**src/rtl/sawtooth_wd_pkg.sv**
```systemverilog
package sawtooth_wd_pkg;
  typedef enum logic {
    DIR_DOWN = 1'b0,
    DIR_UP   = 1'b1
  } ramp_dir_e;

  function automatic int unsigned pct_of(input int unsigned full, input int unsigned pct);
    return (full * pct + 50) / 100;
  endfunction
endpackage

```
**src/rtl/sawtooth_wd_sync_edge.sv**
```systemverilog
module sawtooth_wd_sync_edge #(
  parameter int unsigned STAGES = 2
) (
  input  logic clk_i,
  input  logic rst_ni,
  input  logic async_i,
  output logic rise_o
);
  logic [STAGES-1:0] sync_q;
  logic              prev_q;

  always_ff @(posedge clk_i or negedge rst_ni) begin
    if (!rst_ni) begin
      sync_q <= '0;
      prev_q <= 1'b0;
    end else begin
      sync_q <= {sync_q[STAGES-2:0], async_i};
      prev_q <= sync_q[STAGES-1];
    end
  end

  assign rise_o = sync_q[STAGES-1] & ~prev_q;


  rise_single_chk: assert property (@(posedge clk_i) disable iff (!rst_ni)
    rise_o |=> !rise_o);
endmodule

```
**src/rtl/sawtooth_wd_uv_delay.sv**
```systemverilog
module sawtooth_wd_uv_delay #(
  parameter int unsigned DELAY_TICKS = 512
) (
  input  logic clk_i,
  input  logic rst_ni,
  input  logic tick_i,
  input  logic supply_ok_i,
  output logic released_o
);
  localparam int unsigned CW = (DELAY_TICKS > 1) ? $clog2(DELAY_TICKS) : 1;
  localparam logic [CW-1:0] LAST = CW'(DELAY_TICKS - 1);

  logic [CW-1:0] cnt_q;
  logic          released_q;

  always_ff @(posedge clk_i or negedge rst_ni) begin
    if (!rst_ni) begin
      cnt_q      <= '0;
      released_q <= 1'b0;
    end else if (!supply_ok_i) begin
      cnt_q      <= '0;
      released_q <= 1'b0;
    end else if (!released_q && tick_i) begin
      if (cnt_q == LAST) released_q <= 1'b1;
      else               cnt_q      <= cnt_q + 1'b1;
    end
  end

  assign released_o = released_q;


  uv_clear_chk: assert property (@(posedge clk_i) disable iff (!rst_ni)
    !supply_ok_i |=> !released_q);


  uv_release_on_tick_chk: assert property (@(posedge clk_i) disable iff (!rst_ni)
    $rose(released_q) |-> $past(tick_i) && $past(supply_ok_i));
endmodule

```
**src/rtl/sawtooth_wd_ramp.sv**
```systemverilog
module sawtooth_wd_ramp
  import sawtooth_wd_pkg::*;
#(
  parameter int unsigned RAMP_W  = 10,
  parameter int unsigned HI_LVL  = 481,
  parameter int unsigned LO_LVL  = 133,
  parameter int unsigned UP_STEP = 4,
  parameter int unsigned DN_STEP = 1
) (
  input  logic              clk_i,
  input  logic              rst_ni,
  input  logic              tick_i,
  input  logic              en_i,
  input  logic              kick_i,
  output logic [RAMP_W-1:0] ramp_o,
  output ramp_dir_e         dir_o,
  output logic              fault_o
);
  localparam int unsigned XW = RAMP_W + 1;
  localparam logic [RAMP_W-1:0] HI = RAMP_W'(HI_LVL);
  localparam logic [RAMP_W-1:0] LO = RAMP_W'(LO_LVL);
  localparam logic [XW-1:0] HI_X    = XW'(HI_LVL);
  localparam logic [XW-1:0] LO_DN_X = XW'(LO_LVL + DN_STEP);
  localparam logic [XW-1:0] UP_X    = XW'(UP_STEP);

  logic [RAMP_W-1:0] ramp_q, ramp_d;
  ramp_dir_e         dir_q, dir_d;
  logic              fault_q, fault_d;
  logic [XW-1:0]     ramp_x, up_sum;

  assign ramp_x = {1'b0, ramp_q};
  assign up_sum = ramp_x + UP_X;

  always_comb begin
    ramp_d  = ramp_q;
    dir_d   = dir_q;
    fault_d = fault_q;
    if (!en_i) begin
      ramp_d  = HI;
      dir_d   = DIR_DOWN;
      fault_d = 1'b0;
    end else if (dir_q == DIR_DOWN) begin
      if (kick_i) begin
        dir_d = DIR_UP;
      end else if (tick_i) begin
        if (ramp_x <= LO_DN_X) begin
          ramp_d  = LO;
          dir_d   = DIR_UP;
          fault_d = 1'b1;
        end else begin
          ramp_d = ramp_q - RAMP_W'(DN_STEP);
        end
      end
    end else if (tick_i) begin
      if (up_sum >= HI_X) begin
        ramp_d  = HI;
        dir_d   = DIR_DOWN;
        fault_d = 1'b0;
      end else begin
        ramp_d = up_sum[RAMP_W-1:0];
      end
    end
  end

  always_ff @(posedge clk_i or negedge rst_ni) begin
    if (!rst_ni) begin
      ramp_q  <= HI;
      dir_q   <= DIR_DOWN;
      fault_q <= 1'b0;
    end else begin
      ramp_q  <= ramp_d;
      dir_q   <= dir_d;
      fault_q <= fault_d;
    end
  end

  assign ramp_o  = ramp_q;
  assign dir_o   = dir_q;
  assign fault_o = fault_q;


  ramp_range_chk: assert property (@(posedge clk_i) disable iff (!rst_ni)
    ramp_q >= LO && ramp_q <= HI);


  ramp_hold_chk: assert property (@(posedge clk_i) disable iff (!rst_ni)
    (!tick_i && en_i) |=> $stable(ramp_q));


  disable_preset_chk: assert property (@(posedge clk_i) disable iff (!rst_ni)
    !en_i |=> (ramp_q == HI) && (dir_q == DIR_DOWN) && !fault_q);


  fault_charging_chk: assert property (@(posedge clk_i) disable iff (!rst_ni)
    fault_q |-> dir_q == DIR_UP);


  fault_release_chk: assert property (@(posedge clk_i) disable iff (!rst_ni)
    $fell(fault_q) |-> (ramp_q == HI) || !$past(en_i));
endmodule

```
**src/rtl/sawtooth_wd_supervisor.sv**
```systemverilog
module sawtooth_wd_supervisor
  import sawtooth_wd_pkg::*;
#(
  parameter int unsigned RAMP_W      = 10,
  parameter int unsigned HI_PCT      = 47,
  parameter int unsigned LO_PCT      = 13,
  parameter int unsigned UP_STEP     = 4,
  parameter int unsigned DN_STEP     = 1,
  parameter int unsigned DELAY_TICKS = 512,
  parameter int unsigned SYNC_STAGES = 2
) (
  input  logic              clk_i,
  input  logic              rst_ni,
  input  logic              tick_i,
  input  logic              wd_pin_i,
  input  logic              wd_en_i,
  input  logic              supply_ok_i,
  output logic              rst_no,
  output logic [RAMP_W-1:0] ramp_o,
  output logic              charging_o
);
  localparam int unsigned FULL   = (1 << RAMP_W) - 1;
  localparam int unsigned HI_LVL = pct_of(FULL, HI_PCT);
  localparam int unsigned LO_LVL = pct_of(FULL, LO_PCT);

  logic      kick;
  logic      uv_released;
  logic      wd_fault;
  ramp_dir_e dir;
  logic      rst_q;

  sawtooth_wd_sync_edge #(.STAGES(SYNC_STAGES)) u_sync (
    .clk_i   (clk_i),
    .rst_ni  (rst_ni),
    .async_i (wd_pin_i),
    .rise_o  (kick)
  );

  sawtooth_wd_uv_delay #(.DELAY_TICKS(DELAY_TICKS)) u_uv (
    .clk_i       (clk_i),
    .rst_ni      (rst_ni),
    .tick_i      (tick_i),
    .supply_ok_i (supply_ok_i),
    .released_o  (uv_released)
  );

  sawtooth_wd_ramp #(
    .RAMP_W  (RAMP_W),
    .HI_LVL  (HI_LVL),
    .LO_LVL  (LO_LVL),
    .UP_STEP (UP_STEP),
    .DN_STEP (DN_STEP)
  ) u_ramp (
    .clk_i   (clk_i),
    .rst_ni  (rst_ni),
    .tick_i  (tick_i),
    .en_i    (wd_en_i),
    .kick_i  (kick),
    .ramp_o  (ramp_o),
    .dir_o   (dir),
    .fault_o (wd_fault)
  );

  always_ff @(posedge clk_i or negedge rst_ni) begin
    if (!rst_ni) rst_q <= 1'b0;
    else         rst_q <= supply_ok_i & uv_released & ~wd_fault;
  end

  assign rst_no     = rst_q;
  assign charging_o = (dir == DIR_UP);


  release_needs_supply_chk: assert property (@(posedge clk_i) disable iff (!rst_ni)
    $rose(rst_q) |-> $past(supply_ok_i) && $past(uv_released) && !$past(wd_fault));


  fault_holds_reset_chk: assert property (@(posedge clk_i) disable iff (!rst_ni)
    wd_fault |=> !rst_q);
endmodule

```
**config.mk**
```make
export PLATFORM = sky130hd
export DESIGN_NAME = sawtooth_wd_supervisor
export DESIGN_NICKNAME = d
export VERILOG_FILES = /design/src/rtl/sawtooth_wd_pkg.sv /design/src/rtl/sawtooth_wd_sync_edge.sv /design/src/rtl/sawtooth_wd_uv_delay.sv /design/src/rtl/sawtooth_wd_ramp.sv /design/src/rtl/sawtooth_wd_supervisor.sv
export SDC_FILE = /design/constraint.sdc
export NUM_CORES = 1
export LEC_CHECK = 0
export BUFFER_PORTS_ARGS = -buffer_cell sky130_fd_sc_hd__buf_2
export CAP_MARGIN = 25
export CORE_MARGIN = 3
export CORE_UTILIZATION = 25
export CTS_BUF_LIST = sky130_fd_sc_hd__clkbuf_2 sky130_fd_sc_hd__clkbuf_4 sky130_fd_sc_hd__clkbuf_8
export DETAILED_ROUTE_END_ITERATION = 8
export PLACE_DENSITY = 0.4
export SYNTH_ARGS = -nofsm -noshare
export SYNTH_HDL_FRONTEND = slang
export SYNTH_SLANG_ARGS = --single-unit
```
**constraint.sdc**
```tcl
create_clock -name clk_i -period 4.1 [get_ports clk_i]
set_input_delay 0.82 -clock clk_i [delete_from_list [all_inputs] [get_ports clk_i]]
set_output_delay 0.82 -clock clk_i [all_outputs]
set_load 0.01 [all_outputs]
```
After elaboration in Yosys (flattened, before gate mapping)
Index checks and enable logic that the tools add are counted.
{"block": "word_totals", "regBits": 26, "input_bits": 6, "output_inout_bits": 12, "elab_cells": 60}
{"block": "classes", "add_sub_neg": 3, "magnitude_cmp": 2, "eq_ne": 9, "muxes": 27, "n_bitwise": 5, "reduce_logical": 6}
{"cell": "10-bit 2-to-1 mux", "count": 7}
{"cell": "9-bit 2-to-1 mux", "count": 3}
{"cell": "1-bit 2-to-1 mux", "count": 17}
{"cell": "10-bit by 3-bit adder with 11-bit output (second input constant)", "count": 1}
{"cell": "11-bit by 9-bit >= comparator with 1-bit output (second input constant)", "count": 1}
{"cell": "10-bit by 8-bit less-or-equal comparator with 1-bit output (second input constant)", "count": 1}
{"cell": "10-bit by 1-bit subtractor with 10-bit output (second input constant)", "count": 1}
{"cell": "9-bit by 1-bit adder with 9-bit output (second input constant)", "count": 1}
{"cell": "9-bit == test (second input constant)", "count": 1}
{"cell": "3-bit by 2-bit inequality test with 1-bit output (second input constant)", "count": 2}
{"cell": "3-bit inequality test (second input constant)", "count": 2}
{"cell": "5-bit AND reduction", "count": 1}
{"cell": "2-bit by 1-bit inequality test with 1-bit output (second input constant)", "count": 2}
{"cell": "2-bit AND reduction", "count": 2}
{"cell": "1-bit AND", "count": 3}
{"cell": "3-bit by 1-bit inequality test with 1-bit output (second input constant)", "count": 1}
{"cell": "3-bit AND reduction", "count": 1}
{"cell": "2-bit inequality test (second input constant)", "count": 1}
{"cell": "1-bit inverter", "count": 2}
{"cell": "1-bit logical AND", "count": 1}
{"cell": "1-bit zero test", "count": 1}

Logic depth before layout (Yosys ltp)
Gate-level depths: netlist of run 1.
{"block": "depth", "depth_word": 6, "ltp_mapped": 10, "ltp_nobuf": 10}

Cells and area by module
Synthesis of run 1 repeated with hierarchy kept, for this count alone.
{"block": "unflattened", "hier_cells": 192, "area_unflattened_um2": 1784.2}
{"mod": "sawtooth_wd_ramp", "n_inst": 1, "cells_per_inst": 137, "area_each_um2": 1134.8, "seq_area_each_um2": 306.5}
{"mod": "sawtooth_wd_uv_delay", "n_inst": 1, "cells_per_inst": 49, "area_each_um2": 526.8, "seq_area_each_um2": 250.2}
{"mod": "sawtooth_wd_sync_edge", "n_inst": 1, "cells_per_inst": 4, "area_each_um2": 88.8, "seq_area_each_um2": 75.1}
{"mod": "sawtooth_wd_supervisor", "n_inst": 1, "cells_per_inst": 2, "area_each_um2": 33.8, "seq_area_each_um2": 25.0}

Worst setup path after synthesis of run 1
Ideal clock, no wire load.
{"block": "synth_timing", "path_type": "register -> register", "from": "register u_uv.cnt_q[0]", "to": "register u_uv.cnt_q[5]", "setup_ps": 119, "arrival_time_ps": 2219, "required_time_ps": 3981, "slack_ps": 1762, "stages_incl_launch_ff": 11, "path_buffers": 0, "synth_period_minus_slack_ps": 2338, "path_cell_list": "dfrtp_1 ha_1 and3_1 and3_1 ha_1 nor3b_2 inv_1 a21oi_1 nand3_1 xnor2_1 and2_1"}
{"block": "synth_between", "elab_chain_cells": 4, "elab_cells_between_ends": 7, "classes_between": "add/sub (1); eq/ne (2); mux (3); reduce/logical (1)"}
{"item": "start, declared", "line_no": "sawtooth_wd_uv_delay.sv:13", "text": "logic [CW-1:0] cnt_q;"}
{"item": "start signal, assigned", "line_no": "sawtooth_wd_uv_delay.sv:25", "text": "else cnt_q <= cnt_q + 1'b1;"}
{"item": "9-bit by 1-bit adder with 9-bit output", "line_no": "sawtooth_wd_uv_delay.sv:25"}
{"item": "9-bit 2-to-1 mux", "line_no": "sawtooth_wd_uv_delay.sv:24", "text": "if (cnt_q == LAST) released_q <= 1'b1;"}
{"item": "9-bit 2-to-1 mux", "line_no": "sawtooth_wd_uv_delay.sv:23", "text": "end else if (!released_q && tick_i) begin"}
{"item": "9-bit 2-to-1 mux", "line_no": "sawtooth_wd_uv_delay.sv:20", "text": "end else if (!supply_ok_i) begin"}
Parallel ways exist; a longest one is shown, timed or not. The select of a mux whose other input is x is not followed.
A chain may end at the register's enable or synchronous reset.

Final worst setup path of run 1
Same ends and word-level chain as after synthesis.

==> run_results.csv, run 1 <==
group,metric,value,unit
run_status,status,"complete, no violations",
critical_path,required,4.27,ns
cells_and_area,nFillCells,706,
sta,max_clock_freq,385,MHz
global_routing,antenna_found_initial,0,
floorplan,ios,18,
critical_path,critical_path_class,"register to register",
global_routing,grt_pass1_vias,1369,
global_routing,grt.overflow.total,0,
sta,finalCriticalPeriod,2.60,ns
routing,drt_iter0_markers,108,
cells_and_area,diodes,0,
place,dp_cells,269,
clock_network,cts_hold_buf,0,
clock_network,cts_max_path_buffers,2,
cells_and_area,drive_gt1_share,18.9,%
clock_network,cts_tree,"yes",
clock_network,clock_sinks,26,
clock_network,cts_resized,0,
routing,drc,0,
place,place.gp.congestion,0.798,
logic_synthesis,synth-edff-count,0,
cells_and_area,multi_input_area,1000,um^2
logic_synthesis,yosys_warnings,0,
cells_and_area,fin_nets,212,
global_routing,grt_pass1_wl,7090,um
cells_and_area,ff_latch_area,657,um^2
floorplan,start_util,26.5,%
sta,finalHoldViolations,0,
routing,ant_nets,0,
clock_network,clk_pin_slew_worst_paths,0.10,ns
clock_network,clkLatencyLatePin,0.27,ns
routing,vias,1377,
cells_and_area,finalNonFillerCells,273,
global_routing,grt_start_max_net_pins,27,
floorplan,dieArea,7950,um^2
logic_synthesis,ys_seq_elements,26,
sta,slew_headroom,55.5,%
critical_path,cp_slowest_stage_delay,0.46,ns
sta,finalMaxSlewViolations,0,
routing,dr.pass1.iters,4,
place,place_hpwl,3010,um
critical_path,crit_fanout,7,
global_routing,grt_use_total,11.4,%
sta,setup_slack,1.50,ns
routing,routed_via_density,5.04,
logic_synthesis,syn_inst,184,
critical_path,crit_chain,"ha_1, and3_1, and3_1, ha_1, nor3b_2, inv_1, a21oi_1, nand3_1, xnor2_1, and2_1",
logic_synthesis,async_flop_share,100,%
logic_synthesis,syn_area_per_cell,9.40,um^2
cells_and_area,postLayoutCoreUtil,29.5,%
logic_synthesis,synth_nets,199,
routing,avgRoutedWirePerCell,15.3,um
sta,tightestPinTransition,0.666,ns
routing,wl,4180,um
floorplan,coreArea,6530,um^2
clock_network,cts_root_buffer,"clkbuf_8",
place,pre_cts_ws,1.51,ns
clock_network,htreeDepth,1,
cells_and_area,syn2layout_area_growth,11.4,%
worst_hold_path,worstHoldPathType,"register to register",
logic_synthesis,synthesis.area,1730,um^2
logic_synthesis,synth_cell_types,53,
job,drv_cap,0,
logic_synthesis,synth_ff_type,"dfrtp_1",
critical_path,crit_path_top_delay_cell,"nor3b_2",
critical_path,critPathCaptureType,"register",
critical_path,critPathLaunchType,"register",
place,port_buffers,17,
pwr,leakage,0.867,nW
sta,finalCritPeriodShare,63.4,%
sta,fin_tns_setup,0,ns
sta,rsz0062_at_grt,"false",
sta,finClkSkew,0.00624,ns
floorplan,rows,29,
pwr,power.density,285,nW/um^2
floorplan,die_x,89.2,um
pwr,vdd_drop_max,0.115,mV
logic_synthesis,synth_seq_area_share,38.0,%
critical_path,critPathArrivalTime,2.77,ns
sta,setup_viol,0,
clock_network,cts_made_buffers,3,
clock_network,post-cts-setup-buffers,0,
floorplan,fp.dieH,89.2,um
## critical path, delay by kind of cell (launching register included)
family | cells | cell delay (ns)
AND/OR/NAND/NOR | 5 | 1.10
adder cells (fa/ha/maj) | 2 | 0.46
flip-flops | 1 | 0.42
AO/OA/AOI/OAI | 1 | 0.31
XOR/XNOR | 1 | 0.13
buffers and inverters | 1 | 0.08
## kinds of logic (layout without fill, tap and decap cells)
family | Yosys count | after routing | share of synthesized area [%]
simple gates | 73 | 73 | 23.8
fa+ha+maj | 9 | 9 | 6.51
mux | 5 | 5 | 3.11
buf+inv | 18 | 30 | 4.20
xor+xnor | 10 | 10 | 5.07
flops | 26 | 26 | 38.0
compound gates | 43 | 43 | 19.3
## registers in the layout, indices dropped and copies added, names as in the netlist
name	cells
u_sync.sync_q	2
u_ramp.fault_o	1
rst_no	1
u_uv.cnt_q	9
u_sync.prev_q	1
u_ramp.dir_o	1
u_ramp.ramp_o	10
u_uv.released_o	1
## metrics by stage
step / hold WS [ns] / area (um^2) / total power, mW
2_1_floorplan: 0.331 / 1730 / 0.352
3_3_place_gp: 0.332 / 1870 / 0.388
3_5_place_dp: 0.337 / 1870 / 0.386
4_1_cts: 0.359 / 1930 / 0.558
5_1_grt: 0.371 / 1930 / 0.587
6_report: 0.355 / 1930 / 0.550
## cell usage after synthesis (all sizes together) (3+ instances only)
cell     n  area share [%]
buf      4             1.2
and2     8             2.9
nand2b   3             1.1
nor2b    6             2.2
nand4    3             1.1
and3     8             2.9
dfrtp   21              30
xor2     3             1.5
xnor2    7             3.5
a31oi    4             1.4
nand2   10             2.3
mux2     3             2.0
inv      9             2.0
nand3    7             2.0
nor3     4             1.2
clkbuf   5             1.1
a21oi    8             2.3
nor2    13             3.0
or3      5             2.1
ha       9             6.5
o21ai   10             3.3
dfstp    5             7.6
## area by class of cell
type	instances	share of cell area (%)
sequential	26	34.1
timing repair buffer	17	4.42
clock buffer	4	2.86
tap	77	5.00
multi-input combinational	140	51.9
inverter	9	1.75
## placed cells by master, fill, tap and decap left out, drive strengths merged, types with 5 or more instances in the layout
master and instances:
dfrtp 21, buf 17, nor2 13, nand2 10, o21ai 10, inv 9
ha 9, and3 8, a21oi 8, and2 8, nand3 7, xnor2 7
nor2b 6, dfstp 5, or3 5
## metal layers
layer / routed length [um] / global-route usage [%] / up-vias / part of all wire [%]
li1: - / - / 682 / -
met2: 1860 / 17.2 / 19 / 45
met5: 0 / 0 / - / 0
met3: 127 / 2.67 / 0 / 3.0
met4: 0 / 2.03 / 0 / 0
met1: 2190 / 16.8 / 676 / 52
## final timing paths
path | start | end | slack (ns) | depth (start not counted)
worst max register to register | u_uv.cnt_q[0] | u_uv.cnt_q[5] | 1.50 | 10
max in group asynchronous | rst_ni | u_ramp.ramp_o[1] | 3.16 | 1
min in group asynchronous | rst_ni | u_uv.cnt_q[5] | 0.54 | 1
worst max-delay path | u_uv.cnt_q[0] | u_uv.cnt_q[5] | 1.50 | 10
worst min-delay path | u_sync.sync_q[0] | u_sync.sync_q[1] | 0.35 | 0
worst min register to register | u_sync.sync_q[0] | u_sync.sync_q[1] | 0.35 | 0
## power by group
part	switching (mW)	internal, mW	total, mW
clock network	0.0843	0.0859	0.170
logic	0.0539	0.0354	0.0893
registers	0.0219	0.268	0.290
total	0.160	0.390	0.550
No activity file was read; power rests on OpenSTA's default activity.
==> run 2, diff against run 1 <==
--- a/config.mk
+++ b/config.mk
@@ -5,6 +5,7 @@
 export SDC_FILE = /design/constraint.sdc
 export NUM_CORES = 1
 export LEC_CHECK = 0
+export ABC_AREA = 1
 export BUFFER_PORTS_ARGS = -buffer_cell sky130_fd_sc_hd__buf_2
 export CAP_MARGIN = 25
 export CORE_MARGIN = 3
==> constraint.sdc (replaced) <==
create_clock -name clk_i -period 2.65 [get_ports clk_i]
set_input_delay 0.53 -clock clk_i [delete_from_list [all_inputs] [get_ports clk_i]]
set_output_delay 0.53 -clock clk_i [all_outputs]
set_load 0.01 [all_outputs]
==> run 2 against run 1 <==
  * Synthesized area about the same
  * Fmax up 22%
  * Die area about the same
  * Non-clock buffer count up 1
  * Hold slack worse by 0.095 ns
  * Register-to-register slack worse by 0.99 ns
  * Critical path type unchanged
  * Largest power group unchanged
==> run_results.csv, run 2 <==
group,metric,value,unit
logic_synthesis,synthXorXnorAreaFrac,3.04,%
critical_path,critical_path_class,"register to register",
floorplan,dieArea,7960,um^2
logic_synthesis,synthMuxAreaShare,0,%
routing,wl,4250,um
logic_synthesis,ys_top_cells_by_count,"nand2_1 (71), inv_1 (30), nor2_1 (28)",
sta,finalCriticalPeriod,2.14,ns
floorplan,ios,18,
critical_path,critPathArrivalTime,2.30,ns
global_routing,grt_start_max_net_pins,27,
clock_network,cts_hold_buf,0,
critical_path,crit_fanout,4,
critical_path,critPathLaunchType,"register",
logic_synthesis,synthSimpleGateAreaFrac,35.2,%
floorplan,rows,29,
logic_synthesis,synth_nets,261,
clock_network,clock_sinks,26,
cells_and_area,fin_nets,279,
clock_network,cts_root_buffer,"clkbuf_8",
clock_network,clkLatencyLatePin,0.27,ns
sta,tightestPinTransition,0.604,ns
sta,setup_viol,0,
logic_synthesis,yosys.area_share.adder,6.51,%
job,drv_cap,0,
place,place_area,1890,um^2
clock_network,htreeDepth,1,
routing,dr.pass1.iters,4,
routing,avgRoutedWirePerCell,12.5,um
floorplan,coreArea,6530,um^2
routing,drt_iter0_markers,67,
cells_and_area,mostFrequentLayoutCells,"nand2_1 (71), inv_1 (30), nor2_1 (28), nand3_1 (23), dfrtp_1 (21)",
clock_network,cts_tree,"yes",
routing,routed_via_density,4.49,
logic_synthesis,synthesis.area,1730,um^2
sta,fin_tns_setup,0,ns
place,place.gp.congestion,0.802,
logic_synthesis,synth_top_family_by_area,"simple AND/OR/NAND/NOR gates",
cells_and_area,diodes,0,
cells_and_area,final_common_cell,"nand2_1",
global_routing,antenna_found_initial,0,
logic_synthesis,async_flop_share,100,%
clock_network,cts_made_buffers,3,
cells_and_area,syn2layout_area_growth,12.4,%
clock_network,cts_max_path_buffers,2,
logic_synthesis,synth-edff-count,0,
logic_synthesis,syn_inst,246,
cells_and_area,postLayoutCoreUtil,29.8,%
logic_synthesis,synth_ff_type,"dfrtp_1",
routing,vias,1527,
logic_synthesis,synth_top_cell_by_area,"dfrtp_1",
logic_synthesis,syn_area_per_cell,7.03,um^2
cells_and_area,postLayoutCellArea,1940,um^2
pwr,vdd_drop_max,0.223,mV
critical_path,required,2.81,ns
cells_and_area,drive_gt1_share,14.1,%
place,place_hpwl,3250,um
pwr,leakage,1.03,nW
logic_synthesis,synth.top_cell.area_share,30.4,%
clock_network,clk_pin_slew_worst_paths,0.09,ns
cells_and_area,nFillCells,724,
global_routing,grt_pass1_wl,7160,um
floorplan,fp.dieH,89.2,um
sta,rsz0062_at_grt,"false",
logic_synthesis,synth.most_common_cell,"nand2_1",
logic_synthesis,synth_seq_area_share,38.0,%
sta,timing.hold.ws,0.259,ns
pwr,power.density,635,nW/um^2
global_routing,grt_use_total,11.5,%
cells_and_area,largest_reg_flops,10,
routing,ant_nets,0,
run_status,status,"complete, no violations",
logic_synthesis,yosys-top-cells-area,"dfrtp_1 (30%), nand2_1 (15%), dfstp_2 (7.6%), nand3_1 (6.7%), ha_1 (6.5%)",
logic_synthesis,synth_compound_area_share,8.39,%
logic_synthesis,synth_cell_types,26,
routing,drc,0,
sta,finClkSkew,0.00582,ns
floorplan,die_x,89.2,um
sta,finalMaxSlewViolations,0,
logic_synthesis,ys_seq_elements,26,
worst_hold_path,worstHoldPathType,"input pin to async pin",
sta,max_clock_freq,468,MHz
sta,slew_headroom,59.7,%
global_routing,grt.overflow.total,0,
critical_path,critPathCaptureType,"register",
logic_synthesis,yosys_warnings,0,
sta,finalHoldViolations,0,
clock_network,post-cts-setup-buffers,0,
sta,finalCritPeriodShare,80.6,%
clock_network,cts_resized,0,
floorplan,start_util,26.5,%
place,port_buffers,17,
global_routing,grt_pass1_vias,1451,
-- run 2: cell count changes after synthesis, sizes merged, moves of 4 or more --
cell,change
a31oi,-4
and2,-8
and3,-8
nand3,+19
xnor2,-7
clkbuf,-4
a21oi,+4
nor2,+17
or3,-5
nand2,+62
inv,+23
nor2b,-6
-- run 2: logic make-up after synthesis --
logic type / Yosys count
flops: 26
compound gates: 26
simple gates: 141
buf+inv: 38
xor+xnor: 6
fa+ha+maj: 9
-- run 2: power breakdown --
part,internal (mW),switching [mW],total [mW]
clock network,0.133,0.121,0.254
logic,0.160,0.279,0.439
registers,0.454,0.0885,0.543
total,0.747,0.488,1.24
-- run 2: final cells by class --
type,instances,area (um^2),share of cell area [%]
Timing Repair Buffer,18,92.6,4.76
Tap cell,77,96.3,4.95
Inverter,33,124,6.37
Clock buffer,4,55.1,2.83
Multi-Input combinational cell,182,920,47.3
Sequential cell,26,657,33.8
-- run 2: final timing paths --
path,startpoint,to,slack [ns],cells past startpoint
setup / recovery,u_uv.cnt_q[0],u_uv.cnt_q[7],0.51,12
hold / removal,rst_ni,u_ramp.ramp_o[9],0.26,1
setup reg to reg,u_uv.cnt_q[0],u_uv.cnt_q[7],0.51,12
hold reg to reg,u_sync.sync_q[0],u_sync.sync_q[1],0.35,0
max in group asynchronous,rst_ni,u_ramp.ramp_o[3],1.99,1
min in group clk_i,u_sync.sync_q[0],u_sync.sync_q[1],0.35,0
-- run 2: worst max-delay path, cell delays in order (launching register included) --
cell and delay (ns):
dfrtp_1 0.42, ha_1 0.23, nand4_1 0.11, nor3_1 0.06
ha_1 0.19, inv_1 0.07, nand2_1 0.06, o21ai_2 0.18
inv_1 0.11, nor2_1 0.22, nand3_1 0.15, nor3_1 0.17
nor3_1 0.07
-- run 2: layer usage --
metal  track usage, %  routed length, um  vias up
li1                 -                  -      827
met5                0                  0        -
met2             16.7               1780       25
met3             2.30                140        4
met4             2.98                 34        0
met1             17.2               2300      671
-- run 2: through the flow --
step	setup WS, ns	cells	total power, mW
final	0.513	340	1.24
after global routing	0.253	340	1.35
after CTS	0.502	340	1.26
after detailed placement	0.509	336	0.995
after global placement	0.596	336	1.00
after floorplan	0.743	246	0.854
==> run 3, diff against run 2 <==
--- a/config.mk
+++ b/config.mk
@@ -5,14 +5,14 @@
 export SDC_FILE = /design/constraint.sdc
 export NUM_CORES = 1
 export LEC_CHECK = 0
-export ABC_AREA = 1
+export ABC_AREA = 0
 export BUFFER_PORTS_ARGS = -buffer_cell sky130_fd_sc_hd__buf_2
 export CAP_MARGIN = 25
 export CORE_MARGIN = 3
 export CORE_UTILIZATION = 25
 export CTS_BUF_LIST = sky130_fd_sc_hd__clkbuf_2 sky130_fd_sc_hd__clkbuf_4 sky130_fd_sc_hd__clkbuf_8
 export DETAILED_ROUTE_END_ITERATION = 8
-export PLACE_DENSITY = 0.4
+export PLACE_DENSITY = 0.42
 export SYNTH_ARGS = -nofsm -noshare
 export SYNTH_HDL_FRONTEND = slang
 export SYNTH_SLANG_ARGS = --single-unit
==> constraint.sdc (replaced) <==
create_clock -name clk_i -period 1.85 [get_ports clk_i]
set_input_delay 0.37 -clock clk_i [delete_from_list [all_inputs] [get_ports clk_i]]
set_output_delay 0.37 -clock clk_i [all_outputs]
set_load 0.01 [all_outputs]
==> run 3 against run 2 <==
  * Via count increased by 6.3%
  * Register-to-register slack got worse by 0.83 ns
  * The run now ends with negative setup slack left
  * Final cell count decreased by 2.6%
  * Wire length increased by 18%
  * Cell area increased by 37%
  * Highest routed layer unchanged
  * Combinational power decreased by 7.5%
==> run_results.csv, run 3 (synthesized netlist as in run 1, its figures left out) <==
group,metric,value,unit
run_status,status,"finished, violations left",
run_status,violations,"negative setup slack",
cells_and_area,diodes,0,
clock_network,cts_root_buffer,"clkbuf_8",
global_routing,grt_pass1_vias,1612,
clock_network,cts_tree,"yes",
floorplan,rows,29,
sta,tightestPinTransition,0.648,ns
routing,drt_iter0_markers,73,
pwr,power.density,528,nW/um^2
critical_path,critPathLaunchType,"register",
pwr,combPwrFrac,29.0,%
critical_path,critPathArrivalTime,2.38,ns
cells_and_area,finalNonFillerCells,331,
sta,finClkSkew,0.00151,ns
floorplan,die_x,89.2,um
pwr,internal_power,0.981,mW
pwr,switching_share,30.1,%
clock_network,clkLatencyLatePin,0.27,ns
floorplan,start_util,26.5,%
place,place_area,2260,um^2
cells_and_area,syn2layout_area_growth,53.6,%
sta,slew_headroom,56.8,%
cells_and_area,drive_gt1_share,51.6,%
cells_and_area,postLayoutCellArea,2660,um^2
place,place.gp.congestion,0.741,
clock_network,clock_sinks,26,
routing,wl,5040,um
clock_network,cts_made_buffers,3,
routing,ant_nets,0,
pwr,switching_power,0.421,mW
critical_path,critical_path_class,"register to register",
floorplan,ios,18,
global_routing,grt_pass1_wl,8140,um
routing,vias,1623,
place,dp_cells,316,
cells_and_area,largest_reg_flops,10,
pwr,seq_power_share,44.0,%
sta,finalCritPeriodShare,117,%
critical_path,crit_fanout,5,
clock_network,clk_pin_slew_worst_paths,0.09,ns
cells_and_area,mostFrequentLayoutCells,"buf_4 (50), dfrtp_1 (18), buf_2 (17), nor2_1 (12)",
critical_path,critPathCaptureType,"register",
floorplan,fp.dieH,89.2,um
floorplan,coreArea,6530,um^2
critical_path,required,2.06,ns
critical_path,crit_chain,"inv_2, ha_4, or4b_4, o31ai_4, a221oi_4, o21ai_2, nand2_2, o32a_1",
pwr,pwr-share-clk,27.1,%
place,port_buffers,17,
clock_network,htreeDepth,1,
global_routing,antenna_found_initial,0,
critical_path,rrSetupSlack,-0.32,ns
job,drv_cap,0,
sta,setup_slack,-0.317,ns
pwr,vdd_drop_max,0.216,mV
sta,timing.hold.ws,0.112,ns
sta,finalCriticalPeriod,2.17,ns
global_routing,grt_use_total,13.2,%
critical_path,cp_slowest_stage_delay,0.54,ns
routing,dr.pass1.iters,4,
cells_and_area,postLayoutCoreUtil,40.7,%
floorplan,dieArea,7950,um^2
cells_and_area,fin_nets,270,
routing,drc,0,
place,pre_cts_ws,-0.345,ns
cells_and_area,final_common_cell,"buf_4",
routing,routed_via_density,4.90,
sta,setup_viol,18,
sta,rsz0062_at_grt,"true",
place,place_hpwl,3580,um
global_routing,grt_start_max_net_pins,27,
routing,avgRoutedWirePerCell,15.2,um
clock_network,cts_max_path_buffers,2,
sta,finalHoldViolations,0,
global_routing,grt.overflow.total,0,
sta,max_clock_freq,461,MHz
worst_hold_path,worstHoldPathType,"input pin to async pin",
sta,finalMaxSlewViolations,0,
pwr,leakage,1.20,nW
critical_path,crit_path_top_delay_cell,"or4b_4",
==> run 3: cell count changes in the layout (fill, tap and decap cells not counted), sizes merged, moves of 4 or more <==
| cell | delta |
|---|---|
| a21oi | -4 |
| a31oi | +4 |
| and2 | +8 |
| and3 | +8 |
| buf | +57 |
| inv | -23 |
| nand2 | -62 |
| nand3 | -19 |
| nor2 | -17 |
| nor2b | +6 |
| or3 | +5 |
| xnor2 | +7 |
==> run 3: area by class of cell <==
class,instances,area [um^2]
Inverter,9,33.8
Clock buffer,4,55.1
Multi-Input combinational cell,140,1260
Sequential cell,26,661
Timing Repair Buffer,75,551
Fill cell,653,3870
Tap cell,77,96.3
==> run 3: power by group through the flow <==
stage	clock, mW	sequential (mW)	combinational (mW)
finish	0.379	0.616	0.406
global route	0.425	0.620	0.446
CTS	0.402	0.617	0.372
detailed placement	0	0.629	0.318
global placement	0	0.628	0.319
floorplan	0	0.637	0.156
==> run 3: path summary, 6_finish.rpt <==
kind,startpoint,end,cells past startpoint
setup / recovery,u_ramp.ramp_o[3],u_ramp.ramp_o[8],8
hold / removal,rst_ni,u_ramp.ramp_o[9],1
hold reg to reg,u_sync.sync_q[0],u_sync.sync_q[1],0
max in group asynchronous,rst_ni,u_ramp.ramp_o[1],1
setup reg to reg,u_ramp.ramp_o[3],u_ramp.ramp_o[8],8
min in group clk_i,wd_pin_i,u_sync.sync_q[0],1
==> run 3: worst max-delay path: cells and delay by family (launching register included) <==
family | cells | cell delay (ns)
adders and majority gates | 1 | 0.20
AOI/OAI and AO/OA | 4 | 0.73
buffers and inverters | 1 | 0.08
DFF | 1 | 0.43
and+or+nand+nor | 2 | 0.66
==> run 3: through the flow <==
| step | setup TNS [ns] | power (mW) |
|---|---|---|
| 6_report | -3.34 | 1.40 |
| 3_3_place_gp | -3.58 | 0.947 |
| 2_1_floorplan | -2.32 | 0.793 |
| 4_1_cts | -2.99 | 1.39 |
| 3_5_place_dp | -3.80 | 0.947 |
| 5_1_grt | -5.15 | 1.49 |
==> run 3: metal layers <==
metal / GRT usage (%) / part of all wire (%)
met4: 2.03 / 0.85
met3: 2.86 / 4.0
met5: 0 / 0
met2: 21.6 / 47
met1: 18.3 / 48
==> run 3: what timing repair did <==
action	4_1_cts	5_1_grt
setup endpoints to repair	19	21
resized for setup	30	24
hold endpoints to repair	0	0
pin swaps	21	22
hold buffers	0	0
setup buffers	10	6
